**src/rtl/xcvr_pkg.sv**
```systemverilog
package xcvr_pkg;

    // Drive mode decoded from the two port enables: {B drives, A drives}
    typedef enum logic [1:0] {
        MODE_ISOLATE    = 2'b00,
        MODE_DRIVE_A    = 2'b01,
        MODE_DRIVE_B    = 2'b10,
        MODE_DRIVE_BOTH = 2'b11
    } xcvr_mode_e;

    function automatic xcvr_mode_e decode_mode(input logic en_b, input logic en_a_n);
        return xcvr_mode_e'({en_b, ~en_a_n});
    endfunction

endpackage

```
**src/rtl/xcvr_store.sv**
```systemverilog
module xcvr_store #(
    parameter int W = 8
) (
    input  logic         clk,
    input  logic         rst,
    input  logic         load,
    input  logic [W-1:0] d,
    output logic [W-1:0] q
);

    always_ff @(posedge clk) begin
        if (rst)       q <= '0;
        else if (load) q <= d;
    end

    // reset empties the register
    assert_reset_clear_R3: assert property (@(posedge clk) rst |=> q == '0);

    // a strobe loads the resolved port value
    assert_capture_R1: assert property (@(posedge clk) disable iff (rst)
        load |=> q == $past(d));

    // without a strobe the word is held
    assert_hold_R2: assert property (@(posedge clk) disable iff (rst)
        !load |=> $stable(q));

endmodule

```
**src/rtl/xcvr_route.sv**
```systemverilog
module xcvr_route #(
    parameter int W = 8
) (
    input  logic         drive,
    input  logic         sel_stored,
    input  logic [W-1:0] stored,
    input  logic [W-1:0] live,
    output logic [W-1:0] out,
    output logic [W-1:0] oe
);

    logic [W-1:0] chosen;

    always_comb begin
        chosen = sel_stored ? stored : live;
        out    = drive ? chosen : '0;
        oe     = {W{drive}};
    end

    // idle port neither drives nor shows data
    always_comb begin
        assert_idle_quiet_R4: assert (drive || (out == '0 && oe == '0));
    end

endmodule

```
**src/rtl/regbus_xcvr.sv**
```systemverilog
module regbus_xcvr
    import xcvr_pkg::*;
#(
    parameter int W = 8
) (
    input  logic         clk,
    input  logic         rst,
    input  logic         cap_ab_stb,
    input  logic         cap_ba_stb,
    input  logic         sel_ab,
    input  logic         sel_ba,
    input  logic         en_b,
    input  logic         en_a_n,
    input  logic [W-1:0] a_in,
    output logic [W-1:0] a_out,
    output logic [W-1:0] a_oe,
    input  logic [W-1:0] b_in,
    output logic [W-1:0] b_out,
    output logic [W-1:0] b_oe
);

    xcvr_mode_e   mode;
    logic         drive_a, drive_b;
    logic [W-1:0] q_ab, q_ba;
    logic [W-1:0] a_ext, b_ext;
    logic [W-1:0] a_pin, b_pin;
    logic [W-1:0] a_drv, b_drv;

    // Output process: drive controls from the decoded mode
    always_comb begin
        mode = decode_mode(en_b, en_a_n);
        unique case (mode)
            MODE_ISOLATE:    begin drive_a = 1'b0; drive_b = 1'b0; end
            MODE_DRIVE_A:    begin drive_a = 1'b1; drive_b = 1'b0; end
            MODE_DRIVE_B:    begin drive_a = 1'b0; drive_b = 1'b1; end
            MODE_DRIVE_BOTH: begin drive_a = 1'b1; drive_b = 1'b1; end
            default:         begin drive_a = 1'b0; drive_b = 1'b0; end
        endcase
    end

    // Port values excluding any live path (breaks the A<->B loop)
    always_comb begin
        a_ext = (drive_a && sel_ba) ? q_ba : a_in;
        b_ext = (drive_b && sel_ab) ? q_ab : b_in;
    end

    xcvr_route #(.W(W)) u_route_b (
        .drive(drive_b), .sel_stored(sel_ab), .stored(q_ab), .live(a_ext),
        .out(b_drv), .oe(b_oe)
    );

    xcvr_route #(.W(W)) u_route_a (
        .drive(drive_a), .sel_stored(sel_ba), .stored(q_ba), .live(b_ext),
        .out(a_drv), .oe(a_oe)
    );

    // Resolved pin values seen by the registers
    always_comb begin
        a_pin = drive_a ? a_drv : a_in;
        b_pin = drive_b ? b_drv : b_in;
        a_out = a_drv;
        b_out = b_drv;
    end

    // State process: the two captured words
    xcvr_store #(.W(W)) u_store_ab (
        .clk(clk), .rst(rst), .load(cap_ab_stb), .d(a_pin), .q(q_ab)
    );

    xcvr_store #(.W(W)) u_store_ba (
        .clk(clk), .rst(rst), .load(cap_ba_stb), .d(b_pin), .q(q_ba)
    );

    assert_b_idle_R4: assert property (@(posedge clk) disable iff (rst)
        !en_b |-> (b_oe == '0 && b_out == '0));

    assert_a_idle_R5: assert property (@(posedge clk) disable iff (rst)
        en_a_n |-> (a_oe == '0 && a_out == '0));

    assert_exchange_R8: assert property (@(posedge clk) disable iff (rst)
        (en_b && !en_a_n && sel_ab && sel_ba) |-> (b_out == q_ab && a_out == q_ba));

    assert_cross_live_R12: assert property (@(posedge clk) disable iff (rst)
        (en_b && !en_a_n && !sel_ab && !sel_ba) |-> (b_out == a_in && a_out == b_in));

    // B driving live A, a B-to-A strobe stores a_in
    assert_mirror_a_R9: assert property (@(posedge clk) disable iff (rst)
        (en_b && en_a_n && !sel_ab && cap_ba_stb) |=> q_ba == $past(a_in));

endmodule

```
**config.mk**
```make
export PLATFORM = sky130hd
export DESIGN_NAME = regbus_xcvr
export DESIGN_NICKNAME = d
export VERILOG_FILES = /design/src/rtl/xcvr_pkg.sv /design/src/rtl/xcvr_store.sv /design/src/rtl/xcvr_route.sv /design/src/rtl/regbus_xcvr.sv
export SDC_FILE = /design/constraint.sdc
export NUM_CORES = 1
export LEC_CHECK = 0
export BUFFER_PORTS_ARGS = -buffer_cell sky130_fd_sc_hd__buf_4
export CAP_MARGIN = 20
export CORE_MARGIN = 2
export CORE_UTILIZATION = 50
export DETAILED_ROUTE_END_ITERATION = 10
export GPL_ROUTABILITY_DRIVEN = 0
export MAX_ROUTING_LAYER = met4
export PLACE_DENSITY_LB_ADDON = 0.05
export SYNTH_ARGS = -nofsm -noshare
export SYNTH_HDL_FRONTEND = slang
export SYNTH_HIERARCHICAL = 1
export SYNTH_SLANG_ARGS = --single-unit
```
**constraint.sdc**
```tcl
create_clock -name clk -period 2.9 [get_ports clk]
set_clock_uncertainty 0.1 [all_clocks]
set_input_delay 0.725 -clock clk [delete_from_list [all_inputs] [get_ports clk]]
set_output_delay 0.725 -clock clk [all_outputs]
set_load 0.005 [all_outputs]
```
Word level (Yosys, flattened, before mapping):

Index checks and enable logic that the tools add are counted.

* bits in registers: 16
* latch bits: 0
* RAM bits: 0
* ROM bits: 0
* bits of input ports: 24
* output and inout port bits: 32
* logic and storage cells: 23
* memories kept: 0

* $add $sub $neg: 0
* multipliers: 0
* divide/modulo/power cells: 0
* order comparisons: 0
* equality and inequality tests: 3
* shift-type cells: 0
* multiplexer cells: 10
* bitwise logic cells: 1
* reduce and logical (&&, ||, !) cells: 7

Operator list (count)
* $mux W8: 8
* $reduce_or A2 Y1: 4
* $eq A2 B2 Y1 const B: 2
* $pmux W1 S2: 2
* $eq A2 B1 Y1 const B: 1
* $logic_and A1 B1 Y1: 2
* $logic_not A2 Y1: 1
* $not A1 Y1: 1

Logic depth before layout (Yosys ltp):

* depth after elaboration: 9
* mapped depth: 9
* depth with buffers taken out: 7

By module:

Netlist, hierarchy kept.

Modules (own cells, without submodules)
* xcvr_store: instances 2, cells each 26, area an instance 285.3 sq um, sequential area each 160.2 sq um
* regbus_xcvr: instances 1, cells each 39, area an instance 456.7 sq um, sequential area each 0.0 sq um
* xcvr_route: instances 2, cells each 25, area an instance 201.4 sq um, sequential area each 0.0 sq um

Worst setup path before layout:

No wires, ideal clock.

* path kind: input-to-output
* start point: input en_a_n
* end point: output b_out[0]
* arrival: 1.572 ns
* required time: 2.075 ns
* path slack: 0.503 ns
* stages on the path: 6
* buffers on the path: 2
* path through: buf_6 nor2b_4 buf_8 mux2_4 mux2i_1 nor2b_1

* cells in the longest elaborated chain, start to end: 8
* elaborated cells between the ends (all ways): 15
* those cells by class: eq/ne: 3; mux: 5; bitwise: 1; reduce/logical: 6

Ends and longest elaborated chain
* start, declared: RTL line regbus_xcvr.sv:13 `input logic en_a_n,`
* $not A1 Y1 *: RTL line xcvr_pkg.sv:12 `return xcvr_mode_e'({en_b, ~en_a_n});`
* $eq A2 B2 Y1 (tied with other cells): RTL line regbus_xcvr.sv:32 `unique case (mode)`
* $reduce_or A2 Y1 (no line)
* $pmux W1 S2 *: RTL line regbus_xcvr.sv:32
* $logic_and A1 B1 Y1 *: RTL line regbus_xcvr.sv:43 `a_ext = (drive_a && sel_ba) ? q_ba : a_in;`
* $mux W8 *: RTL line regbus_xcvr.sv:43
* via a_ext[0]: RTL line regbus_xcvr.sv:25 `logic [W-1:0] a_ext, b_ext;`
* $mux W8 *: RTL line xcvr_route.sv:15 `chosen = sel_stored ? stored : live;`
* $mux W8 *: RTL line xcvr_route.sv:16 `out = drive ? chosen : '0;`
* end, declared: RTL line regbus_xcvr.sv:18 `output logic [W-1:0] b_out,`

The timed path passes the listed nets; every way through them passes the cells marked *.

Worst setup path after layout:

* start point: input en_a_n
* end point: output b_out[1]

The elaborated chain is that of the path after synthesis.

==> impl_metrics.toml <==
[run_status]
outcome = "finished, final reports clean"

[detailed_routing]
drc_errors = 0
number_of_antenna_violating_nets_in_the_routed_design = 0
routed_wire_length_per_instance_um = 15.43
num_vias = 1117
first_pass_iters = 4
via_per_inst = 5.344
detailed_route_wire_length_um = 3225
drt_first_iter_violations = 35

[setup_path]
crit_type = "in -> out"
timing.critical_path.to_type = "primary output"
timing.reg2reg.worst_path_depth = 6
worst_r2r_startpoint = "u_store_ab/q[1]"
critPathMaxFanout = 8
arrival_ns = 1.86
r2r_end = "u_store_ab/q[1]"
worst-r2r-setup-slack_ns = 1.40
worstPathRequired_ns = 2.08
startpoint_type = "input port"

[power_and_ir_drop]
pwr_density_cell_mw_per_mm2 = 339.9
cellInternalPower_mw = 0.4273
static-leakage-power_nw = 0.8738
ir_drop_uv = 291.4
net-switching-power_mw = 0.1634
p_total_mw = 0.5907
p_sw_frac = 0.2766
comb_power_share = 0.337
power.sequential.fraction = 0.408
clkPwrFrac = 0.255

[finish]
area_added_between_synthesis_and_finish_pct = 21.52
nNetsFinal = 203
commonest_non_fill_non_tap_cell_in_the_layout = "sky130_fd_sc_hd__buf_4"
finalNonFillerCells = 209
drive_above_1_share = 0.5449
leading_cell_types_in_the_layout_fill_and_taps_excluded = "sky130_fd_sc_hd__buf_4 (59), sky130_fd_sc_hd__mux2i_1 (32), sky130_fd_sc_hd__mux2_2 (24)"
antenna-diode-count = 0

[timing]
finalSetupViolCount = 0
layout_min_cycle_time_ns = 2.688
worst-slew-pin-transition_ns = 0.3871
max_clock_freq_mhz = 372.0
slew_violations = 0
unrepaired_setup_endpoints_after_global_routing = "no"
hold_violations = 0
crit_share_post_route = 0.9270
totalNegativeSetupSlack_ns = 0
slew_headroom = 0.7414

[global_route]
track_usage = 0.2018
global_route.overflow_total = 0
grt_start_max_net_pins = 25
antenna_found_initial = 0
grt_pass1_wl_um = 4940
first_global_vias = 1046

[cts]
clk_sinks = 16
cts_tree = "built"
cts.root.buffer_cell = "sky130_fd_sc_hd__clkbuf_4"
cts_made_buffers = 3
max-clock-path-buffers = 2
cts_post_setup_buffers_inserted = 0
cts-hold-fix-buffers = 0
worst_skew_pair.late_latency_ns = 0.29
clk_pin_slew_worst_paths_ns = 0.10
clock_tree.htree_level_count = 1
postCtsResizedCells = 0

[place]
place.detailed.hpwl_um = 2253
placement.io_buffers = 55
place.detailed.instances = 205

[logic_synthesis]
synth_top_cell_area_share = 0.2240
mappedNetlistNets = 165
synth.area.top_cells = "sky130_fd_sc_hd__dfxtp_1 (22%), sky130_fd_sc_hd__mux2i_1 (22%), sky130_fd_sc_hd__mux2_2 (19%)"
mappedNetlistArea_mm2 = 0.001430
synth_warnings = 6
synth_seq_area_share = 0.2240
synth_area_per_cell_um2 = 10.14
synth_seq_cells = 16
synth_cells = 141
synth_top_cell_by_area = "sky130_fd_sc_hd__dfxtp_1"
synth_cell_type_count = 14

[flow_run]
drv_cap = 0

[hold_path]
worstHoldEndpoint = "u_store_ba/q[2]"
holdCritPathClass = "reg -> reg"
holdPathStages = 2
worst_hold_startpoint = "u_store_ba/q[2]"

[floorplan]
die_area_mm2 = 0.003304
core_area_mm2 = 0.002734
io-pin-count = 56
floorplan.rows = 19
initial_utilization = 0.5231
floorplan.die.height_um = 57.48
die_width_um = 57.48
[through the flow]
| step | util | hold WS, ns | setup slack [ns] | area, µm² |
|---|---|---|---|---|
| 6_report | 0.6357 | 0.4346 | 0.2117 | 1738 |
| 5_1_grt | 0.6357 | 0.4555 | 0.1138 | 1738 |
| 2_1_floorplan | - | 0.3787 | 0.5033 | 1430 |
| 4_1_cts | 0.6357 | 0.4396 | 0.2008 | 1738 |
| 3_3_place_gp | 0.6224 | 0.4033 | 0.2329 | 1702 |
| 3_5_place_dp | 0.6224 | 0.4149 | 0.2008 | 1702 |
[worst max-delay path, cell delays in order]
cell                      delay, ns
sky130_fd_sc_hd__buf_4         0.13
sky130_fd_sc_hd__nor2b_4       0.34
sky130_fd_sc_hd__mux2_4        0.33
sky130_fd_sc_hd__mux2i_1       0.12
sky130_fd_sc_hd__nor2b_1       0.08
sky130_fd_sc_hd__buf_4         0.13
[final cells by class]
type                       count  area (µm²)
multi-input combinational     98       895.9
clock buffer                   4       36.28
fill                         238       996.0
sequential                    16       320.3
inverter                       1       3.754
timing repair buffer          59       442.9
tap                           31       38.79
[power groups by stage]
stage,clock (mW),combinational [mW],sequential (mW)
4_1_cts,0.157,0.200,0.241
5_1_grt,0.165,0.215,0.242
3_3_place_gp,0,0.195,0.245
6_report,0.151,0.199,0.241
2_1_floorplan,0,0.141,0.243
3_5_place_dp,0,0.200,0.246
[synthesized netlist by cell type, drive strengths merged]
| library cell | count |
|---|---|
| buf | 25 |
| nor2b | 17 |
| mux2 | 32 |
| clkbuf | 1 |
| nand2 | 1 |
| inv | 1 |
| mux2i | 32 |
| nor2 | 16 |
| dfxtp | 16 |
[how the worst max path moves through the flow]
stage | from | endpoint | slack [ns] | cells past startpoint
floorplan | en_a_n | b_out[0] | 0.50 | 6
global placement | sel_ba | b_out[1] | 0.23 | 6
detailed placement | en_a_n | b_out[3] | 0.20 | 6
CTS | en_a_n | b_out[3] | 0.20 | 6
global route | en_a_n | b_out[1] | 0.11 | 6
finish | en_a_n | b_out[1] | 0.21 | 6
[state kept, by name, indices dropped and copies added (netlist names)]
signal / cells
u_store_ba/q: 8
u_store_ab/q: 8
[logic make-up after synthesis]
logic type / count (synthesis) / synth area share
multiplexers: 64 / 0.4969
AND/OR/NAND/NOR: 34 / 0.1295
flip-flops: 16 / 0.2240
buffers and inverters: 27 / 0.1496
[per-layer routing]
| metal | share of wire | vias up | track usage |
|---|---|---|---|
| met3 | 0.082 | 2 | 0.02721 |
| li1 | - | 543 | - |
| met4 | 0.0071 | 0 | 0.06312 |
| met1 | 0.44 | 522 | 0.2451 |
| met5 | 0 | - | - |
| met2 | 0.47 | 50 | 0.3442 |
Power figures use the tool's default switching activity.
